**src/rtl/rb_pkg.sv**
```systemverilog
package rb_pkg;
  localparam int ADDR_W       = 8;
  localparam int DATA_W       = 8;
  localparam int NUM_REGS     = 9;
  localparam int BANK_REG_IDX = 0;
  localparam int BANK_SEL_BIT = 4;

  typedef enum logic [1:0] {
    MAP_B0   = 2'd0,
    MAP_B1   = 2'd1,
    MAP_BOTH = 2'd2
  } map_e;

  typedef struct packed {
    map_e              mode;
    logic [ADDR_W-1:0] addr;
    logic [DATA_W-1:0] por;
    logic [DATA_W-1:0] wmask;
  } reg_desc_t;

  // Register map: index 0 must stay the bank-select register.
  function automatic reg_desc_t reg_desc(input int idx);
    reg_desc_t d;
    case (idx)
      0:       d = '{MAP_BOTH, 8'hF7, 8'h00, 8'h10};
      1:       d = '{MAP_BOTH, 8'h6C, 8'h00, 8'hFF};
      2:       d = '{MAP_BOTH, 8'h6D, 8'h00, 8'hFF};
      3:       d = '{MAP_BOTH, 8'h6E, 8'h00, 8'hFF};
      4:       d = '{MAP_BOTH, 8'h6F, 8'h00, 8'h3F};
      5:       d = '{MAP_B0,   8'hF8, 8'h40, 8'h0F};
      6:       d = '{MAP_B1,   8'hF8, 8'h81, 8'hFF};
      7:       d = '{MAP_BOTH, 8'hF0, 8'h00, 8'hFF};
      default: d = '{MAP_B1,   8'hD0, 8'h00, 8'hFF};
    endcase
    return d;
  endfunction
endpackage

```
**src/rtl/rb_rst_sync.sv**
```systemverilog
module rb_rst_sync #(
  parameter int STAGES = 2
) (
  input  logic clk,
  input  logic rst_n_in,
  output logic rst_n_out
);
  logic [STAGES-1:0] chain;

  always_ff @(posedge clk or negedge rst_n_in) begin
    if (!rst_n_in) chain <= '0;
    else           chain <= {chain[STAGES-2:0], 1'b1};
  end

  assign rst_n_out = chain[STAGES-1];
endmodule

```
**src/rtl/rb_decode.sv**
```systemverilog
module rb_decode
  import rb_pkg::*;
#(
  parameter int N = NUM_REGS
) (
  input  logic [ADDR_W-1:0] addr,
  input  logic              bank,
  output logic [N-1:0]      hit
);
  for (genvar g = 0; g < N; g++) begin : g_dec
    localparam reg_desc_t D = reg_desc(g);
    logic bank_ok;
    if (D.mode == MAP_BOTH) begin : g_both
      assign bank_ok = 1'b1;
    end else if (D.mode == MAP_B1) begin : g_b1
      assign bank_ok = bank;
    end else begin : g_b0
      assign bank_ok = ~bank;
    end
    assign hit[g] = (addr == D.addr) && bank_ok;
  end
endmodule

```
**src/rtl/rb_cell.sv**
```systemverilog
module rb_cell
  import rb_pkg::*;
#(
  parameter logic [DATA_W-1:0] POR  = '0,
  parameter logic [DATA_W-1:0] MASK = '1
) (
  input  logic              clk,
  input  logic              arst_n,
  input  logic              we,
  input  logic [DATA_W-1:0] wdata,
  output logic [DATA_W-1:0] q
);
  localparam logic [DATA_W-1:0] FIXED = POR & ~MASK;

  always_ff @(posedge clk or negedge arst_n) begin
    if (!arst_n)  q <= POR;
    else if (we)  q <= (wdata & MASK) | FIXED;
  end
endmodule

```
**src/rtl/rb_rdmux.sv**
```systemverilog
module rb_rdmux
  import rb_pkg::*;
#(
  parameter int N = NUM_REGS
) (
  input  logic              clk,
  input  logic              arst_n,
  input  logic [N-1:0]      rd_gate,
  input  logic [DATA_W-1:0] q [N],
  output logic [DATA_W-1:0] rdata,
  output logic              rvalid
);
  logic [DATA_W-1:0] mux;

  always_comb begin
    mux = '0;
    for (int i = 0; i < N; i++) begin
      mux = mux | (q[i] & {DATA_W{rd_gate[i]}});
    end
  end

  always_ff @(posedge clk or negedge arst_n) begin
    if (!arst_n) begin
      rdata  <= '0;
      rvalid <= 1'b0;
    end else begin
      rdata  <= mux;
      rvalid <= |rd_gate;
    end
  end
endmodule

```
**src/rtl/banked_regfile.sv**
```systemverilog
module banked_regfile
  import rb_pkg::*;
(
  input  logic              clk,
  input  logic              rst_n,
  input  logic [ADDR_W-1:0] addr,
  input  logic [DATA_W-1:0] wdata,
  input  logic              wr_en,
  input  logic              rd_en,
  output logic [DATA_W-1:0] rdata,
  output logic              rvalid
);
  localparam int N = NUM_REGS;

  logic              arst_n;
  logic [N-1:0]      hit;
  logic [N-1:0]      wr_gate;
  logic [N-1:0]      rd_gate;
  logic [DATA_W-1:0] q [N];
  logic              bank;

  rb_rst_sync #(.STAGES(2)) u_rst (
    .clk(clk), .rst_n_in(rst_n), .rst_n_out(arst_n)
  );

  assign bank = q[BANK_REG_IDX][BANK_SEL_BIT];

  rb_decode #(.N(N)) u_dec (.addr(addr), .bank(bank), .hit(hit));

  assign wr_gate = hit & {N{wr_en}};
  assign rd_gate = hit & {N{rd_en}};

  for (genvar g = 0; g < N; g++) begin : g_reg
    localparam reg_desc_t D = reg_desc(g);
    rb_cell #(.POR(D.por), .MASK(D.wmask)) u_cell (
      .clk(clk), .arst_n(arst_n), .we(wr_gate[g]),
      .wdata(wdata), .q(q[g])
    );
  end

  rb_rdmux #(.N(N)) u_rd (
    .clk(clk), .arst_n(arst_n), .rd_gate(rd_gate), .q(q),
    .rdata(rdata), .rvalid(rvalid)
  );
endmodule

```
**config.mk**
```make
export PLATFORM = sky130hd
export DESIGN_NAME = banked_regfile
export DESIGN_NICKNAME = d
export VERILOG_FILES = /design/src/rtl/rb_pkg.sv /design/src/rtl/rb_rst_sync.sv /design/src/rtl/rb_decode.sv /design/src/rtl/rb_cell.sv /design/src/rtl/rb_rdmux.sv /design/src/rtl/banked_regfile.sv
export SDC_FILE = /design/constraint.sdc
export NUM_CORES = 1
export LEC_CHECK = 0
export BUFFER_PORTS_ARGS = -buffer_cell sky130_fd_sc_hd__buf_4
export CAP_MARGIN = 15
export CORE_MARGIN = 4
export CORE_UTILIZATION = 40
export CTS_BUF_LIST = sky130_fd_sc_hd__clkbuf_2 sky130_fd_sc_hd__clkbuf_4 sky130_fd_sc_hd__clkbuf_8
export DETAILED_ROUTE_END_ITERATION = 8
export HOLD_SLACK_MARGIN = 0.03
export PLACE_DENSITY = 0.54
export SLEW_MARGIN = 20
export SYNTH_ARGS = -nofsm -noshare
export SYNTH_HDL_FRONTEND = slang
export SYNTH_SLANG_ARGS = --single-unit
export TNS_END_PERCENT = 20
```
**constraint.sdc**
```tcl
create_clock -name clk -period 2.98 [get_ports clk]
set_clock_uncertainty 0.15 [all_clocks]
set_input_delay 0 -clock clk [delete_from_list [all_inputs] [get_ports clk]]
set_output_delay 0 -clock clk [all_outputs]
set_load 0.01 [all_outputs]
```
# Word level (Yosys, flattened, before mapping)

Cells that the tools add are included.

Eq/ne operators: 8
Bitwise logic cells: 20
Reduce and logical (&&, ||, !) cells: 4

Operators by type and width:

| kind                 | number |
|---|---|
| $or A8 B8 Y8         | 8 |
| $and A8 B8 Y8        | 6 |
| $eq A8 B7 Y1 const B | 4 |
| $eq A8 B8 Y1 const B | 4 |
| $and A9 B9 Y9        | 2 |
| $reduce_or A9 Y1     | 1 |
| $and A5 B8 Y8        | 1 |
| $and A6 B8 Y8        | 1 |
| $and A7 B8 Y8        | 1 |
| $logic_and A1 B1 Y1  | 3 |
| $not A1 Y1           | 1 |

Bits in registers: 70
Input port bits: 20
Word-level logic and storage cells: 44

# Longest topological paths before layout

Gate-level depths: netlist (run 1).

Depth in word-level cells: 12
Depth in mapped cells: 7

# By module

A second synthesis (run 1) with hierarchy kept.

Cell total of the unflattened synthesis: 244
Area total of the unflattened synthesis: 3508.4 um^2

By module, submodules not included:

| module                        | instances | cells an instance | area an instance (um^2) |
|---|---|---|---|
| rb_cell (g_reg[1].u_cell ...) | 5         | 17                | 331.6 |
| rb_rdmux                      | 1         | 62                | 673.1 |
| rb_cell (g_reg[6].u_cell)     | 1         | 17                | 334.1 |
| rb_cell (g_reg[4].u_cell)     | 1         | 16                | 270.3 |
| rb_cell (g_reg[5].u_cell)     | 1         | 14                | 182.7 |
| rb_decode                     | 1         | 19                | 127.6 |
| banked_regfile                | 1         | 18                | 112.6 |
| rb_cell (g_reg[0].u_cell)     | 1         | 10                | 96.3 |
| rb_rst_sync                   | 1         | 3                 | 53.8 |

# Worst setup path before layout (run 1)

OpenSTA, ideal clock, no wires.

Path type: register -> register
Start point: register g_reg[0].u_cell.q[4]
End point: register g_reg[8].u_cell.q[0]
Setup time: 0.125 ns
Data arrival time: 1.544 ns
Path slack: 1.161 ns
Cell stages (with the launch flop): 5
Cell sequence: dfrtp_1 -> clkbuf_1 -> nand2b_1 -> nor4_4 -> mux2_2

Longest elaborated chain between the ends: 2

Ends and longest elaborated chain:

| item                   | RTL line             | text |
|---|---|---|
| from (decl)            | rb_cell.sv:11        | `output logic [DATA_W-1:0] q` |
| from (signal assigned) | rb_cell.sv:17        | `else if (we) q <= (wdata & MASK) \| FIXED;` |
| $logic_and A1 B1 Y1    | rb_decode.sv:20      | `assign hit[g] = (addr == D.addr) && bank_ok;` |
| $and A9 B9 Y9          | banked_regfile.sv:30 | `assign wr_gate = hit & {N{wr_en}};` |
| to (signal assigned)   | rb_cell.sv:17        |  |
| to (decl)              | rb_cell.sv:11        |  |

Every way passes these cells.
A chain may end at the register's enable or synchronous reset.

# Worst setup path after layout (run 1)

Start point: input port addr[3]
End point: register g_reg[4].u_cell.q[0]

Longest elaborated chain between the ends: 2

Ends and longest elaborated chain:

| item                 | RTL line             | text |
|---|---|---|
| from (decl)          | banked_regfile.sv:6  | `input logic [ADDR_W-1:0] addr,` |
| $eq A8 B7 Y1         | rb_decode.sv:20      |  |
| $and A9 B9 Y9        | banked_regfile.sv:30 |  |
| to (signal assigned) | rb_cell.sv:17        |  |
| to (decl)            | rb_cell.sv:11        |  |

Every way passes these cells.

==> results of run 1 <==
-- logic make-up (layout without fill, tap and decap cells) --
group | count (synthesis) | in the layout | share of synthesized area
other cells | 1 | 1 | 0.00117
simple gates | 45 | 45 | 0.101
compound gates | 30 | 30 | 0.0678
mux | 67 | 67 | 0.258
buf+inv | 13 | 58 | 0.0223
flops | 70 | 70 | 0.549
-- stage by stage --
stage / hold slack (ns) / setup WS, ns / utilization / cell area (um2)
after floorplan: -0.446 / 0.740 / - / 3190
after global placement: -0.367 / 0.806 / 0.451 / 3480
after detailed placement: -0.365 / 0.788 / 0.451 / 3480
after CTS: 0.0392 / 0.712 / 0.496 / 3830
after global routing: 0.0577 / 0.618 / 0.496 / 3830
final: 0.0301 / 0.733 / 0.496 / 3830
-- cell type report --
class	count	area, um2
clock buffers	13	160
clock inverters	3	67.6
fillers	697	3890
inverters	1	3.75
multi-input cells	143	1370
flip-flops and latches	70	1760
well taps	102	128
repair buffers	41	350
-- sequential cells by signal, summed over array words and instances (netlist names) --
signal / count
g.u_cell.q: 59
u_rd.rdata: 8
u_rst.chain: 2
u_rd.rvalid: 1
-- worst min-delay path by stage --
| stage | startpoint | end | slack, ns | depth (start not counted) |
|---|---|---|---|---|
| after detailed placement | rst_n | u_rst.chain[0] | -0.37 | 1 |
| after CTS | addr[6] | u_rd.rdata[6] | 0.04 | 5 |
| after floorplan | rst_n | u_rst.chain[0] | -0.45 | 0 |
| after global routing | addr[2] | u_rd.rdata[5] | 0.06 | 4 |
| final | addr[2] | u_rd.rdata[5] | 0.03 | 4 |
| after global placement | rst_n | u_rst.chain[0] | -0.37 | 1 |
-- timing repair --
action                     in CTS  in global routing
hold endpoints to repair       62                  0
setup endpoints to repair       0                  0
hold buffers                   12                  0
-- synthesized netlist by cell type, drive strengths merged --
| library cell | instances |
|---|---|
| dfrtp | 68 |
| mux2 | 59 |
| nand2 | 11 |
| buf | 7 |
| nand3 | 7 |
| o21ai | 7 |
| mux4 | 6 |
| a21oi | 5 |
| clkbuf | 5 |
| nand2b | 5 |
| nor3 | 5 |
| a211o | 4 |
| a221o | 4 |
| a22oi | 4 |
| a32oi | 3 |
| nand3b | 3 |
| nor4 | 3 |
| or3 | 3 |
| dfstp | 2 |
| mux2i | 2 |
| nand4 | 2 |
| nor2 | 2 |
| nor3b | 2 |
| and2 | 1 |
| and4bb | 1 |
| conb | 1 |
| inv | 1 |
| o21bai | 1 |
| o22a | 1 |
| o2bb2ai | 1 |
-- worst reg2reg max path, delay by kind of cell (launching register included) --
| family | cells | cell delay [ns] |
|---|---|---|
| simple gates | 2 | 0.76 |
| flops | 1 | 0.54 |
| mux | 1 | 0.40 |
-- metal layers --
| layer | vias up | track usage |
|---|---|---|
| li1 | 922 | - |
| met1 | 1034 | 0.217 |
| met2 | 34 | 0.225 |
| met3 | 9 | 0.0459 |
| met4 | 0 | 0.0490 |
| met5 | - | 0 |
-- power groups by stage --
stage	combinational [mW]	clock (mW)	sequential, mW
global route	0.162	0.931	0.999
global placement	0.135	0	1.01
floorplan	0.0719	0	1.02
CTS	0.149	0.888	0.996
finish	0.146	0.863	0.996
detailed placement	0.136	0	1.01
==> metrics.txt, run 1 <==
H-tree depth 3; Worst-Skew Late Latency 0.34 ns; Final Max Slew Viols 0; Worst Setup SP addr[3]; metal3 WL 249 um; PortBufs 28; Power Total approximately 2 mW; pwr/cell area 523 nW/um2; first-pass GRT wire length 11.3 mm; Synth area leaders dfrtp_1 (53%), mux2_2 (21%), mux4_2 (3.5%), dfstp_2 (1.6%), nor4_4 (1.3%); Tcrit/Tclk final 0.754; sequential element share of the synthesized area 0.549; synthesis warning total 0; Crit Path Max Fanout 18; drt initial violations 68; Routed Antenna Nets 0; endpoint of the worst register-to-register path g_reg[8].u_cell.q[0]; Worst Path Arrival between 2 and 2.5 ns; Slew @ Worst Pin 0.787 ns; Worst setup SP type input pin; DR WL met2 3.11 mm; post-detail-place hpwl 4.57 mm; drt first pass iters 4; critical path cell sequence dlygate4sd3_1 -> buf_4 -> and4bb_1 -> nand4_4 -> nor2_1 -> mux2_2; aggregate routed wire length 6.77 mm; achievable clock frequency 445 MHz; Mapped Nets around 250; Clk network pwr share 0.431; WL met1 3.33 mm; R2R cell count 3; CP bufs+invs 2; Critical R2R Launch g_reg[0].u_cell.q[4]; Vert. Die Dim 97.3 um; Max VDD drop about 240 uV; Yosys top cell area share 0.533; DR DRC count 0; power share of the combinational group 0.073; Avg WL per Cell 18.2 um; max cap viols 0; Clk pin slew, worst setup/hold paths 0.08 ns; DR vias about 2000; Setup crit end g_reg[4].u_cell.q[0]; # Post-CTS Setup Buffers 0; initial antenna violation count 0; leak pwr 1.77 nW; #FFs+latches synth 70; core area about 7700 um2; RSZ-0062 raised after global routing no; sequential share of power 0.496; area grow syn2layout 20.0%; Die ar. ~9500 um2; Top Metal Used met4; Max-slew headroom 0.473; GRT Resource Usage Total 0.153; NetSw 433 uW; Netlist cell types 37; number of CTS-inserted buffers 9; commonest non-fill, non-tap cell in the layout dfrtp_1; switching power share of the total 0.216; Tmin final 2.25 ns; slowest stage cell on the critical path dlygate4sd3_1; placed cell count approximately 350; Vias per Instance ~5.4; Ports 29; TNS Setup 0 ns; vias in the first global route 2097; Initial Utilization 0.413; Finish-stage setup viols 0; Levels on crit path 6; Cell Rows 32; largest net degree at the start of global routing 69; clk root buf clkbuf_8; Hold Violations, Final 0; average size of a mapped cell 14.1 um2; WP data required approximately 3 ns; Placer Congestion 0.832; Die X about 97 um; Crit. End Element flip-flop; diode count 0; Int Pwr 1.57 mW; HP Class in -> reg; CTS Sinks 70; TritonCTS clock tree done; Post-CTS Resized 0; post-synth top area cell dfrtp_1; cell family with the largest share of critical-path delay simple AND/OR/NAND/NOR gates; r2r setup slk around 1.0 ns; post-route insts no fill between 300 and 400; Syn Inst Count 226; Post-Synthesis Cell Area 3190 um2; Layout Nets 286; layout cells sized above 1 0.439; CP peak stage delay 0.53 ns; run status completed; grt ovf 0; CTS Buffer Depth 2; Crit Path Class in -> reg; most frequent cells in the layout dfrtp_1 (67), mux2_2 (59), buf_4 (28)
Note: power is estimated with default switching activity, not from simulation.
==> run 2: changes to the inputs <==
--- a/config.mk
+++ b/config.mk
@@ -5,6 +5,7 @@
 export SDC_FILE = /design/constraint.sdc
 export NUM_CORES = 1
 export LEC_CHECK = 0
+export ABC_AREA = 1
 export BUFFER_PORTS_ARGS = -buffer_cell sky130_fd_sc_hd__buf_4
 export CAP_MARGIN = 15
 export CORE_MARGIN = 4
==> constraint.sdc (replaced) <==
create_clock -name clk -period 2.1 [get_ports clk]
set_clock_uncertainty 0.15 [all_clocks]
set_input_delay 0 -clock clk [delete_from_list [all_inputs] [get_ports clk]]
set_output_delay 0 -clock clk [all_outputs]
set_load 0.01 [all_outputs]
==> metrics.txt, run 2 <==
GR Util met1 0.272; Vias per Instance between 5 and 6; HP Start addr[7]; Worst Path Arrival 2.11 ns; Crit Path Class in -> reg; sequential element share of the synthesized area 0.503; Clk pin slew, worst setup/hold paths 0.08 ns; DR vias 2879; drt first pass iters 4; Yosys top cell area share 0.488; GRT Resource Usage Total 0.191; Worst-Skew Late Latency 0.35 ns; TritonCTS clock tree done; Largest regs g.u_cell.q: 59 flops, u_rd.rdata: 8 flops, u_rst.chain: 2 flops; first-pass GRT wire length between 10 and 15 mm; Finish-stage setup viols 0; Worst setup SP type input pin; Synth area leaders dfrtp_1 (49%), nand2_1 (11%), nor2_1 (5.2%), inv_1 (4.6%), nand4_1 (4.3%); run status completed; Routed Antenna Nets 0; DR DRC count 0; CTS Buffer Depth 2; vias in the first global route between 2000 and 3000; WP data required between 2 and 2.5 ns; Die X ~100 um; Cell Rows 33; grt met3 use 0.0496; leak pwr 1.97 nW; average size of a mapped cell 8.44 um2; hold path endpoint u_rd.rdata[4]; Syn Inst Count approximately 410; post-detail-place hpwl 5.87 mm; Critical R2R Launch g_reg[0].u_cell.q[4]; HP Class in -> reg; top cells by count, synth nand2_1 (100), dfrtp_1 (68), nor2_1 (48); ys async rst share 1.00; Largest register FFs 59; #FFs+latches synth 70; synthesis warning total 0; met2 GRT Util 0.288; aggregate routed wire length 8.91 mm; RSZ-0062 raised after global routing no; filler cell count 834; Max VDD drop 404 uV; DP Worst Slack 0.561 ns; TNS Setup 0 ns; Avg WL per Cell 15.5 um; Layout Nets around 490; R2R cell count 6; Vert. Die Dim 101 um; Netlist cell types 27; initial antenna violation count 0; Die ar. 10300 um2; Initial Utilization 0.418; final core occ 0.502; Placer Congestion 0.839; Crit Path Max Fanout 6; clk root buf clkbuf_8; max cap viols 0; most frequent cells in the layout nand2_1 (100), dfrtp_1 (67), nor2_1 (48); H-tree depth 3; Ports 29; Tcrit/Tclk final 0.963; drt initial violations 160; largest net degree at the start of global routing 69; r2r setup slk 0.31 ns; Tmin final 2.02 ns; register name with the most flops g.u_cell.q; achievable clock frequency 495 MHz; CTS Sinks 70; Crit. End Element flip-flop; diode count 0; pwr/cell area ~650 nW/um2; Power Total 2.74 mW; GR peak layer met2; Final Max Slew Viols 0; setup ws final 0.0780 ns; area grow syn2layout 20.1%; PortBufs 28; hold-critical path depth 7; core area 8340 um2; Hold Violations, Final 0; top-count cell post-synth nand2_1; commonest non-fill, non-tap cell in the layout nand2_1; Mapped Nets ~430; number of CTS-inserted buffers 9; grt ovf 0; endpoint of the worst register-to-register path u_rd.rdata[7]; number of synthesized flops with an enable pin 0; Post-Synthesis Cell Area 3490 um2; post-synth top area cell dfrtp_1; layout cells sized above 1 0.202; Post-synth top flop dfrtp_1
-- run 2: cell count changes in the layout (fill, tap and decap cells not counted), sizes merged, moves of 5 or more --
| cell | change |
|---|---|
| mux2 | -59 |
| o21ai | +53 |
| nand2 | +95 |
| a21oi | -5 |
| nand3 | +23 |
| buf | +6 |
| nor2 | +55 |
| nand2b | -5 |
| dlygate4sd3 | +10 |
| mux4 | -6 |
| nand4 | +22 |
| inv | +44 |
-- run 2: per-layer routing --
metal,vias to the layer above,part of all wire
li1,1443,-
met2,69,0.46
met3,13,0.045
met1,1354,0.48
met5,-,0
met4,0,0.013
-- run 2: through the flow --
| step | cell area, um2 | hold slack [ns] | cells |
|---|---|---|---|
| 6_report | 4190 | 0.0603 | 575 |
| 5_1_grt | 4190 | 0.0934 | 575 |
| 4_1_cts | 4150 | 0.0435 | 571 |
| 3_5_place_dp | 3740 | -0.367 | 533 |
| 3_3_place_gp | 3740 | -0.367 | 533 |
| 2_1_floorplan | 3490 | -0.446 | 413 |
-- run 2: area by class of cell --
class / instances / area (um2) / share of cell area
tap: 105 / 131 / 0.0314
sequential: 70 / 1760 / 0.419
clock inverter: 3 / 17.5 / 0.00418
clock buffer: 13 / 173 / 0.0412
inverter: 45 / 169 / 0.0403
multi-input combinational: 282 / 1440 / 0.344
timing repair buffer: 57 / 499 / 0.119
-- run 2: worst max-delay path by stage --
stage | end | start | cells past startpoint | slack (ns)
floorplan | g_reg[0].u_cell.q[4] | u_rst.chain[1] | 0 | 0.76
global placement | u_rd.rdata[1] | g_reg[0].u_cell.q[4] | 6 | 0.54
detailed placement | u_rd.rdata[3] | g_reg[0].u_cell.q[4] | 6 | 0.56
CTS | g_reg[0].u_cell.q[4] | wr_en | 7 | 0.05
global route | g_reg[0].u_cell.q[4] | wr_en | 7 | 0.05
finish | g_reg[0].u_cell.q[4] | wr_en | 7 | 0.08
-- run 2: logic make-up after synthesis --
family                 synth area share
AND/OR/NAND/NOR                   0.307
flip-flops                        0.503
AO/OA/AOI/OAI                     0.106
buffers and inverters            0.0833
other                           0.00108
-- run 2: where the power goes --
group          internal, mW  total (mW)  switching (mW)
logic                0.0986       0.250           0.151
registers              1.40        1.43          0.0313
clock network         0.535        1.06           0.521
-- run 2: what timing repair did --
action,in CTS,in global routing
endpoints found under the hold margin,65,0
setup buffers,0,4
endpoints found under the setup margin,0,1
hold buffers,22,0
gates resized for setup,0,1
-- run 2: worst max-delay path, cell delays in order --
cell and delay (ns):
dlygate4sd3_1 0.55, buf_6 0.14, and3_1 0.17, nand2_1 0.06
dlygate4sd3_1 0.54, o21ai_0 0.08, dlygate4sd3_1 0.57
